$ cat config.mk
export PLATFORM = sky130hd
export DESIGN_NAME = eas_seq
export DESIGN_NICKNAME = d
export VERILOG_FILES = /design/src/rtl/eas_pkg.sv /design/src/rtl/eas_idx_add.sv /design/src/rtl/eas_ctrl.sv /design/src/rtl/eas_seq.sv
export SDC_FILE = /design/constraint.sdc
export NUM_CORES = 1
export LEC_CHECK = 0
export BUFFER_PORTS_ARGS = -buffer_cell sky130_fd_sc_hd__buf_2
export CAP_MARGIN = 10
export CORE_MARGIN = 10
export CORE_UTILIZATION = 49
export DETAILED_ROUTE_END_ITERATION = 12
export PLACE_DENSITY = 0.77
export SLEW_MARGIN = 10
export SYNTH_ARGS = -nofsm -noshare
export SYNTH_HDL_FRONTEND = slang
export SYNTH_SLANG_ARGS = --single-unit
$ cat constraint.sdc
create_clock -name clk -period 2.7 [get_ports clk]
set_input_delay 0.54 -clock clk [delete_from_list [all_inputs] [get_ports clk]]
set_output_delay 0.54 -clock clk [all_outputs]
set_load 0.02 [all_outputs]
$ cat src/rtl/eas_pkg.sv
`timescale 1ns/1ps
package eas_pkg;

   // addressing modes; the code values are part of the interface
   typedef enum logic [2:0] {
      AM_ZP    = 3'd0,
      AM_ZPX   = 3'd1,
      AM_ZPY   = 3'd2,
      AM_ABS   = 3'd3,
      AM_ABSX  = 3'd4,
      AM_ABSY  = 3'd5,
      AM_PREX  = 3'd6,
      AM_POSTY = 3'd7
   } am_e;

   // access classes; code 3 is treated as read
   typedef enum logic [1:0] {
      AC_READ  = 2'd0,
      AC_STORE = 2'd1,
      AC_RMW   = 2'd2,
      AC_RSVD  = 2'd3
   } ac_e;

   typedef enum logic [3:0] {
      ST_IDLE = 4'd0,
      ST_LO   = 4'd1,   // operand byte 1 at PC
      ST_HI   = 4'd2,   // operand byte 2 at PC
      ST_ZIDX = 4'd3,   // zero-page dummy read before index add
      ST_PDUM = 4'd4,   // pointer dummy read before X add
      ST_PLO  = 4'd5,   // pointer low byte
      ST_PHI  = 4'd6,   // pointer high byte
      ST_FIX  = 4'd7,   // dummy read at uncorrected address
      ST_MRD  = 4'd8,   // operand read
      ST_MWR  = 4'd9,   // unchanged write-back
      ST_DONE = 4'd10   // effective address presented
   } st_e;

   function automatic logic is_read_class(input ac_e c);
      return (c == AC_READ) || (c == AC_RSVD);
   endfunction

   function automatic logic uses_y(input am_e m);
      return (m == AM_ZPY) || (m == AM_ABSY) || (m == AM_POSTY);
   endfunction

endpackage

$ cat src/rtl/eas_idx_add.sv
`timescale 1ns/1ps
module eas_idx_add #(
   parameter int W                = 8,
   parameter bit CARRY_BY_COMPARE = 1'b0
) (
   input  logic [W-1:0] base,
   input  logic [W-1:0] idx,
   output logic [W-1:0] sum,
   output logic         carry
);

   initial begin
      assert (W >= 2) else $fatal(1, "eas_idx_add: W must be at least 2");
   end

   generate
      if (CARRY_BY_COMPARE) begin : g_cmp
         // carry out iff base exceeds the headroom left above idx
         assign sum   = base + idx;
         assign carry = (base > ~idx);
      end else begin : g_wide
         logic [W:0] wide;
         assign wide  = {1'b0, base} + {1'b0, idx};
         assign sum   = wide[W-1:0];
         assign carry = wide[W];
      end
   endgenerate

endmodule

$ cat src/rtl/eas_ctrl.sv
`timescale 1ns/1ps
module eas_ctrl
   import eas_pkg::*;
(
   input  logic clk,
   input  logic rst_n,
   input  logic start,
   input  am_e  mode_q,
   input  ac_e  cls_q,
   input  logic carry,
   output st_e  state
);

   st_e nxt;
   st_e settle;
   st_e after_idx;

   // once the address is final: either operand read or hand-over
   assign settle    = (cls_q == AC_RMW) ? ST_MRD : ST_DONE;
   // reads skip the fix cycle when no carry; others always pay it
   assign after_idx = (is_read_class(cls_q) && !carry) ? settle : ST_FIX;

   always_comb begin
      nxt = state;
      case (state)
         ST_IDLE: if (start) nxt = ST_LO;
         ST_LO: begin
            case (mode_q)
               AM_ZP:                    nxt = settle;
               AM_ZPX, AM_ZPY:           nxt = ST_ZIDX;
               AM_ABS, AM_ABSX, AM_ABSY: nxt = ST_HI;
               AM_PREX:                  nxt = ST_PDUM;
               default:                  nxt = ST_PLO;
            endcase
         end
         ST_HI:   nxt = (mode_q == AM_ABS) ? settle : after_idx;
         ST_ZIDX: nxt = settle;
         ST_PDUM: nxt = ST_PLO;
         ST_PLO:  nxt = ST_PHI;
         ST_PHI:  nxt = (mode_q == AM_POSTY) ? after_idx : settle;
         ST_FIX:  nxt = settle;
         ST_MRD:  nxt = ST_MWR;
         ST_MWR:  nxt = ST_DONE;
         ST_DONE: nxt = ST_IDLE;
         default: nxt = ST_IDLE;
      endcase
   end

   always_ff @(posedge clk or negedge rst_n) begin
      if (!rst_n) state <= ST_IDLE;
      else        state <= nxt;
   end


   restart_only_idle_chk: assert property (@(posedge clk) disable iff (!rst_n)
      (state != ST_IDLE) |=> (state != ST_LO));


   wb_follows_rd_chk: assert property (@(posedge clk) disable iff (!rst_n)
      (state == ST_MRD) |=> (state == ST_MWR));

endmodule

$ cat src/rtl/eas_seq.sv
`timescale 1ns/1ps
module eas_seq
   import eas_pkg::*;
#(
   parameter int DATA_W           = 8,
   parameter bit CARRY_BY_COMPARE = 1'b1
) (
   input  logic                  clk,
   input  logic                  rst_n,
   input  logic                  start,
   input  logic [2:0]            mode,
   input  logic [1:0]            cls,
   input  logic [2*DATA_W-1:0]   pc_in,
   input  logic [DATA_W-1:0]     x_in,
   input  logic [DATA_W-1:0]     y_in,
   input  logic [DATA_W-1:0]     bus_rdata,
   output logic                  busy,
   output logic [2*DATA_W-1:0]   bus_addr,
   output logic                  bus_rd,
   output logic                  bus_wr,
   output logic [DATA_W-1:0]     bus_wdata,
   output logic                  ea_valid,
   output logic [2*DATA_W-1:0]   eff_addr,
   output logic [DATA_W-1:0]     base_hi,
   output logic [2*DATA_W-1:0]   pc_out,
   output logic [DATA_W-1:0]     rmw_data
);

   localparam int ADDR_W = 2 * DATA_W;
   localparam logic [DATA_W-1:0] PAGE0 = '0;

   initial begin
      assert (DATA_W >= 4 && DATA_W <= 16)
         else $fatal(1, "eas_seq: DATA_W out of supported range");
   end

   st_e                state;
   am_e                mode_q;
   ac_e                cls_q;
   logic [DATA_W-1:0]  x_q, y_q;
   logic [ADDR_W-1:0]  pc_q;
   logic [DATA_W-1:0]  lo_q;      // address low byte or pointer
   logic [DATA_W-1:0]  ptr_q;     // zero-page pointer
   logic [ADDR_W-1:0]  ea_q;
   logic [DATA_W-1:0]  bh_q;
   logic               cross_q;
   logic [DATA_W-1:0]  opnd_q;

   logic               accept;
   logic [DATA_W-1:0]  idx;
   logic [DATA_W-1:0]  sum;
   logic               carry;

   assign accept = start && (state == ST_IDLE);
   assign idx    = uses_y(mode_q) ? y_q : x_q;

   eas_idx_add #(
      .W                (DATA_W),
      .CARRY_BY_COMPARE (CARRY_BY_COMPARE)
   ) u_add (
      .base  (lo_q),
      .idx   (idx),
      .sum   (sum),
      .carry (carry)
   );

   eas_ctrl u_ctrl (
      .clk    (clk),
      .rst_n  (rst_n),
      .start  (accept),
      .mode_q (mode_q),
      .cls_q  (cls_q),
      .carry  (carry),
      .state  (state)
   );

   // datapath registers
   always_ff @(posedge clk or negedge rst_n) begin
      if (!rst_n) begin
         mode_q  <= AM_ZP;
         cls_q   <= AC_READ;
         x_q     <= '0;
         y_q     <= '0;
         pc_q    <= '0;
         lo_q    <= '0;
         ptr_q   <= '0;
         ea_q    <= '0;
         bh_q    <= '0;
         cross_q <= 1'b0;
         opnd_q  <= '0;
      end else begin
         if (accept) begin
            mode_q <= am_e'(mode);
            cls_q  <= ac_e'(cls);
            x_q    <= x_in;
            y_q    <= y_in;
            pc_q   <= pc_in;
         end
         case (state)
            ST_LO: begin
               pc_q    <= pc_q + 1'b1;
               lo_q    <= bus_rdata;
               ptr_q   <= bus_rdata;
               bh_q    <= '0;
               ea_q    <= {PAGE0, bus_rdata};
               cross_q <= 1'b0;
            end
            ST_HI: begin
               pc_q    <= pc_q + 1'b1;
               bh_q    <= bus_rdata;
               ea_q    <= {bus_rdata, (mode_q == AM_ABS) ? lo_q : sum};
               cross_q <= (mode_q != AM_ABS) && carry;
            end
            ST_ZIDX: ea_q  <= {PAGE0, sum};
            ST_PDUM: ptr_q <= sum;
            ST_PLO:  lo_q  <= bus_rdata;
            ST_PHI: begin
               bh_q    <= bus_rdata;
               ea_q    <= {bus_rdata, (mode_q == AM_POSTY) ? sum : lo_q};
               cross_q <= (mode_q == AM_POSTY) && carry;
            end
            ST_FIX: begin
               if (cross_q) ea_q[ADDR_W-1:DATA_W] <= ea_q[ADDR_W-1:DATA_W] + 1'b1;
            end
            ST_MRD:  opnd_q <= bus_rdata;
            default: ;
         endcase
      end
   end

   // bus address per cycle
   always_comb begin
      bus_addr = '0;
      bus_rd   = 1'b0;
      bus_wr   = 1'b0;
      case (state)
         ST_LO, ST_HI: begin
            bus_addr = pc_q;
            bus_rd   = 1'b1;
         end
         ST_ZIDX: begin
            bus_addr = {PAGE0, lo_q};
            bus_rd   = 1'b1;
         end
         ST_PDUM, ST_PLO: begin
            bus_addr = {PAGE0, ptr_q};
            bus_rd   = 1'b1;
         end
         ST_PHI: begin
            bus_addr = {PAGE0, ptr_q + 1'b1};
            bus_rd   = 1'b1;
         end
         ST_FIX, ST_MRD: begin
            bus_addr = ea_q;
            bus_rd   = 1'b1;
         end
         ST_MWR: begin
            bus_addr = ea_q;
            bus_wr   = 1'b1;
         end
         default: ;
      endcase
   end

   assign bus_wdata = opnd_q;
   assign busy      = (state != ST_IDLE);
   assign ea_valid  = (state == ST_DONE);
   assign eff_addr  = ea_q;
   assign base_hi   = bh_q;
   assign pc_out    = pc_q;
   assign rmw_data  = opnd_q;


   rd_wr_excl_chk: assert property (@(posedge clk) disable iff (!rst_n)
      !(bus_rd && bus_wr));


   idle_quiet_chk: assert property (@(posedge clk) disable iff (!rst_n)
      !busy |-> (!bus_rd && !bus_wr && !ea_valid));


   wb_same_byte_chk: assert property (@(posedge clk) disable iff (!rst_n)
      bus_wr |-> ($past(bus_rd) && bus_addr == $past(bus_addr)
                  && bus_wdata == $past(bus_rdata)));


   done_pulse_chk: assert property (@(posedge clk) disable iff (!rst_n)
      ea_valid |=> (!ea_valid && !busy));


   zp_page_chk: assert property (@(posedge clk) disable iff (!rst_n)
      (ea_valid && (mode_q == AM_ZP || mode_q == AM_ZPX || mode_q == AM_ZPY))
         |-> (eff_addr[ADDR_W-1:DATA_W] == '0));

endmodule

# Word-level counts from Yosys, hierarchy flattened
# Index checks and enable logic that the tools add are counted.
# word_totals
in_bits	48
reg_bits	90
elab_cells	91
# classes
addsub	4
n_reduce_logical	29
n_lt_le_gt_ge	1
n_mux	21
n_eq_ne	22
bitwise_logic	1
# ops
op	count
16-bit one-hot mux with 5 select lines	1
4-bit one-hot mux with 9 select lines	1
16-bit 2-to-1 mux	2
8-bit 2-to-1 mux	4
8-bit one-hot mux with 2 select lines	2
8-bit one-hot mux with 4 select lines	1
8-bit one-hot mux with 3 select lines	1
16-bit by 1-bit adder with 16-bit output, second input constant	1
8-bit by 1-bit adder with 8-bit output, second input constant	2
4-bit by 3-bit equality test with 1-bit output, second input constant	4
4-bit 2-to-1 mux	4
4-bit one-hot mux with 4 select lines	1
2-bit OR reduction	7
3-bit equality test, second input constant	4
4-bit equality test, second input constant	3
8-bit adder	1
4-bit by 2-bit equality test with 1-bit output, second input constant	2
8-bit greater-than comparator	1
8-bit inverter	1
4-bit nonzero test	2
8-bit OR reduction	1
3-bit by 2-bit equality test with 1-bit output, second input constant	2
2-bit nonzero test	3
3-bit nonzero test	2
16 further kinds	25

# Depth between registers and ports, before layout
# logic_depth
ltp_word	11
ltp_mapped	12
mapped_depth_nobuf	11

# Hierarchy
# Synthesis repeated with hierarchy kept, for this count alone.
# hier_totals
hier_cells	634
hier_area_um2	5591.6
# by_module_without_submodules
mod	area_per_inst_um2	instances	cells_each
eas_seq	4889.7	1	545
eas_idx_add	412.9	1	57
eas_ctrl	289.0	1	32

# Worst setup path after synthesis
# OpenSTA, ideal clock, no wires.
# synth_path
path_kind	register -> register
start	register mode_q[2]
end	register ea_q[6], in the netlist eff_addr[6]
stages_incl_launch_ff	13
n_path_buf	1
setup_ps	126
t_arrival_ps	2666
path_slack_ps	-92
cell_sequence	dfrtp_1 clkbuf_1 nor3b_1 a21oi_2 mux2_2 ha_1 inv_1 fa_1 nor2b_1 o31a_1 o22ai_1 xnor2_1 a221o_1
# synth_via
elab_chain_cells	7
word_cells_on_any_way	11
classes_between	1 x add/sub; 4 x eq/ne; 4 x mux; 2 x reduce/logical
# synth_rtl
item	line	text
start: declaration	eas_seq.sv:38	am_e mode_q;
start signal: assignment	eas_seq.sv:93	mode_q <= am_e'(mode);
3-bit by 2-bit equality test with 1-bit output or 3-bit equality test (tied branches)	eas_pkg.sv:43	return (m == AM_ZPY) || (m == AM_ABSY) || (m == AM_POSTY);
1-bit logical OR (2 in series)	eas_pkg.sv:43	
8-bit 2-to-1 mux	eas_seq.sv:55	assign idx = uses_y(mode_q) ? y_q : x_q;
8-bit adder	eas_idx_add.sv:19	assign sum = base + idx;
8-bit 2-to-1 mux, on equally long branches	eas_seq.sv:119, eas_seq.sv:111	
8-bit one-hot mux with 4 select lines (*)	eas_seq.sv:99	case (state)
end signal: assignment	eas_seq.sv:105	ea_q <= {PAGE0, bus_rdata};
end signal: assignment	eas_seq.sv:119	ea_q <= {bus_rdata, (mode_q == AM_POSTY) ? sum : lo_q};
end signal: indexed assignment	eas_seq.sv:123	if (cross_q) ea_q[ADDR_W-1:DATA_W] <= ea_q[ADDR_W-1:DATA_W] + 1'b1;
end: declaration	eas_seq.sv:44	logic [ADDR_W-1:0] ea_q;
# Mark *: on every way between the ends. The rest lies on a longest branch, timed or not.
# A chain may end at the register's enable or synchronous reset.

# Worst setup path in the final report
# layout_path
start	register mode_q[0]
end	register ptr_q[6]
# layout_via
elab_chain_cells	6
word_cells_on_any_way	8
classes_between	1 x add/sub; 3 x eq/ne; 2 x mux; 2 x reduce/logical
# layout_rtl
item	line	text
3-bit by 2-bit equality test with 1-bit output or 3-bit equality test (tied branches)	eas_pkg.sv:43	
1-bit logical OR	eas_pkg.sv:43	
1-bit logical OR (*)	eas_pkg.sv:43	
8-bit 2-to-1 mux (*)	eas_seq.sv:55	
8-bit adder (*)	eas_idx_add.sv:19	
8-bit one-hot mux with 2 select lines (*)	eas_seq.sv:99	
end signal: assignment	eas_seq.sv:103	ptr_q <= bus_rdata;
end signal: assignment	eas_seq.sv:115	ST_PDUM: ptr_q <= sum;
end: declaration	eas_seq.sv:43	logic [DATA_W-1:0] ptr_q;
# Marked as above.

==> results.md <==
- Measured on the finished design, the core utilization comes to between 60% and 70%.
- The worst-case clock buffer depth is 2.
- The number of antenna violations at the first check in global routing was 0.
- The number of different library cells used by synthesis comes to 68.
- The die covers 15400 um^2.
- After synthesis, the most frequently instantiated cells are sky130_fd_sc_hd__nand2_1, sky130_fd_sc_hd__dfrtp_1, sky130_fd_sc_hd__nor2_1.
- The instance area at placement is between 6000 and 7000 um^2.
- Data on the critical path arrives at its endpoint at 2.91 ns.
- The die is 124 um wide.
- The number of clock sinks is 90.
- Setup repair after global routing could not meet its margin everywhere.
- The total count of max-transition violations in the final report is 0.
- The number of nets in the synthesized netlist is 636.
- The share of the Yosys chip area taken by registers is 42.3%.
- After clock tree synthesis, the clock-pin slew on the worst setup and hold paths is 0.09 ns.
- IR analysis of the VDD net gives a maximum drop of 698 uV.
- The total of hold buffers inserted after clock tree synthesis is 0.
- The number of placement rows is 37.
- The DRC marker count from the first detailed-route iteration is 681.
- The total via count after detailed routing is 5047.
- In the routed layout, each cell is associated on average with a via count of approximately 6.
- The final setup violation count is 0.
- The DRC violation count after routing is 0.
- At the end of the flow, the number of nets in the layout was 765.
- The worst pin sits at a relative slew slack of 52.5%.
- TritonCTS built the clock tree.
- The most instantiated library cell after synthesis is sky130_fd_sc_hd__nand2_1.
- After technology mapping, the gate count stands at 574.
- The insertion delay to the later sink of the worst-skew pair is 0.37 ns.
- The final hold slack is around 0.19 ns.
- The number of global-route vias before repair is 4995.
- The flow ran to the end, and the final reports show no timing, DRC or antenna violations.
- The post-detailed-route wirelength per cell is approximately 19 um.
- The kind of start point of the critical path is a flop.
- Once the floorplan was initialized, standard cells occupied 50.9% of the core.
- The synthesized area is around 5300 um^2.
- The required time of the worst setup path is 2.96 ns.
- The library cell used as clock root buffer is sky130_fd_sc_hd__clkbuf_8.
- The path class of the tightest hold or removal check is in2async.
- The total of buffers placed on input and output ports is 123.
- The area occupied by registers is 2260 um^2.
- The placed wire-length estimate after detailed placement is 12.4 mm.
- The number of levels in the clock H-tree is 3.
- After floorplanning, the core was sized to cover approximately 10000 um^2.
- Summed over all instances, the cell type with the most area after synthesis is sky130_fd_sc_hd__dfrtp_1.
- The filler cells instantiated in the layout total 917.
- The slew of the pin with the lowest slew margin is 0.710 ns.
- The antenna diode count is 0.
- The power density over the cells is 1500 nW/um^2.
- The leakage dissipation is 0.00304 uW.
- The clock arrives with 0.00867 ns of skew.
- In the finished design, the share of the clock period the worst path needs comes to 98.1%.
- The number of buffers created by CTS is 9.
- The wire length of the first global-routing pass is 26.5 mm.
- The worst path needs between 2 and 3 ns of the cycle, external delays included.
- The classification of the worst setup path is reg2reg.
- At the end of routability-driven placement, the weighted congestion stood at 0.918.
- After synthesis, the largest area contributor takes up 42.3% of total cell area.
- The most used flip-flop cell after synthesis is sky130_fd_sc_hd__dfrtp_1.
- For this run, the number of Yosys warnings is 0.
- Of the cells placed in the final design, the portion with a size suffix greater than 1 is 32.5%.
- In the synthesized netlist the async set-or-reset flop fraction comes to 100%.
- The final instance count without filler cells is 844.
- The worst setup path is captured at a flop.
- The routed design has 16.4 mm of wire.
- The pin count of the biggest net entering global routing is 49.
- The overall power is approximately 9700 uW.
- The global route total overflow is 0.
- By area the synthesized netlist is led by sky130_fd_sc_hd__dfrtp_1, sky130_fd_sc_hd__nand2_1, sky130_fd_sc_hd__mux2_2.
- The total routing usage reported by global routing is just over 20%.
- Once layout is done, the placed cells without fillers occupy 6440 um^2.
- The number of cells after detailed placement is 819.
- The area growth from synthesis to layout is 21.1%.
- The number of enable-type register cells in the synthesized netlist is 0.
- In this run, synthesis produced a sequential element count of 90.
- The number of max-cap violations is 0.
- The count of final hold-check violations came to 0.
- The highest clock rate is around 380 MHz.
- The footprint of the multi-input gates is 2910 um^2.
- The synthesized area divided by synthesized cell count is 9.27 um^2.
- In this run the count of I/O pins placed on the die edge is 124.
- The highest net fanout along the worst path is 8.
- Measured along the y axis, the die boundary spans 124 um.
- The first TritonRoute pass finished after 6 iterations.
- The final antenna-violating net count is 0.
report_power, final:
part / switching, uW / leakage, uW / internal (uW)
clock network: 499 / 0.000104 / 459
logic: 3560 / 0.00184 / 2400
registers: 762 / 0.00109 / 2000
total: 4820 / 0.00304 / 4860
cell families (layout without fill, tap and decap cells):
kind of cell / Yosys count / after routing / share of synthesized area (%)
AO/OA/AOI/OAI: 157 / 157 / 21.1
buffers and inverters: 44 / 178 / 4.73
multiplexers: 26 / 26 / 5.43
adder cells (fa/ha/maj): 14 / 14 / 3.43
XOR/XNOR: 11 / 11 / 1.81
flip-flops: 90 / 90 / 42.3
AND/OR/NAND/NOR: 232 / 232 / 21.2
worst max-delay path: stages (launching register included):
cell and delay [ns]:
sky130_fd_sc_hd__dfrtp_1 0.44, sky130_fd_sc_hd__nor3b_2 0.22, sky130_fd_sc_hd__a21oi_2 0.06, sky130_fd_sc_hd__buf_12 0.14, sky130_fd_sc_hd__mux2_4 0.31, sky130_fd_sc_hd__ha_4 0.18
sky130_fd_sc_hd__inv_4 0.05, sky130_fd_sc_hd__fa_2 0.20, sky130_fd_sc_hd__nor2b_2 0.05, sky130_fd_sc_hd__o31a_1 0.31, sky130_fd_sc_hd__o22ai_2 0.17, sky130_fd_sc_hd__xnor2_2 0.10
sky130_fd_sc_hd__a221o_1 0.30
flip-flops by register name, indices dropped and copies added, names as in the netlist:
signal / count
ptr_q: 8
x_q: 8
y_q: 8
cls_q: 2
mode_q: 3
pc_out: 16
bus_wdata: 8
lo_q: 8
eff_addr: 16
base_hi: 8
u_ctrl.state: 4
cross_q: 1
metal layers:
layer  global-route usage, %  vias up  part of all wire, %  wire (um)
li1                        -     2344                    -          -
met1                    25.4     2403                   41       6720
met2                    33.6      263                   49       8070
met3                    4.72       37                  7.3       1190
met4                    6.61        0                  2.6        420
met5                       0        -                    0          0
worst paths after layout:
| check | from | to | slack, ns | cells past startpoint |
|---|---|---|---|---|
| max | mode_q[0]$_DFFE_PN0P_ | ptr_q[6]$_DFFE_PN0P_ | 0.05 | 12 |
| min | rst_n | pc_out[5]$_DFFE_PN0P_ | 0.19 | 1 |
| max reg2reg | mode_q[0]$_DFFE_PN0P_ | ptr_q[6]$_DFFE_PN0P_ | 0.05 | 12 |
| min reg2reg | x_q[1]$_DFFE_PN0P_ | x_q[1]$_DFFE_PN0P_ | 0.48 | 2 |
| max in group asynchronous | rst_n | bus_wdata[1]$_DFFE_PN0P_ | 1.85 | 2 |
| min in group clk | y_in[3] | y_q[3]$_DFFE_PN0P_ | 0.35 | 3 |
layout by cell type (no fill, tap or decap), types with 10 or more instances in the layout:
master / count
sky130_fd_sc_hd__buf_2: 122
sky130_fd_sc_hd__nand2_1: 114
sky130_fd_sc_hd__dfrtp_1: 87
sky130_fd_sc_hd__nor2_1: 35
sky130_fd_sc_hd__a21oi_1: 28
sky130_fd_sc_hd__buf_4: 28
sky130_fd_sc_hd__o21ai_0: 24
sky130_fd_sc_hd__mux2_2: 22
sky130_fd_sc_hd__nand3_1: 17
sky130_fd_sc_hd__a22oi_1: 15
sky130_fd_sc_hd__a22o_1: 14
sky130_fd_sc_hd__ha_1: 11
sky130_fd_sc_hd__o21ai_1: 10
sky130_fd_sc_hd__clkbuf_8: 10
cell type report:
class	count	share of cell area, %
flip-flops and latches	90	35.0
clock buffers	11	2.19
repair buffers	153	13.6
clock inverters	5	0.951
inverters	9	0.563
well taps	136	2.64
multi-input cells	440	45.1
per-stage QoR:
step / TNS (ns) / worst slack, ns
2_1_floorplan: 0 / 0.00311
3_3_place_gp: 0 / 0.0197
3_5_place_dp: -0.151 / -0.0769
4_1_cts: 0 / 0.000570
5_1_grt: -0.223 / -0.0498
6_report: 0 / 0.0510
repair_timing:
action,4_1_cts,5_1_grt
endpoints found under the setup margin,18,23
buffers inserted,1,8
resized for setup,7,15
pin swaps,0,7
Power figures use the tool's default switching activity.
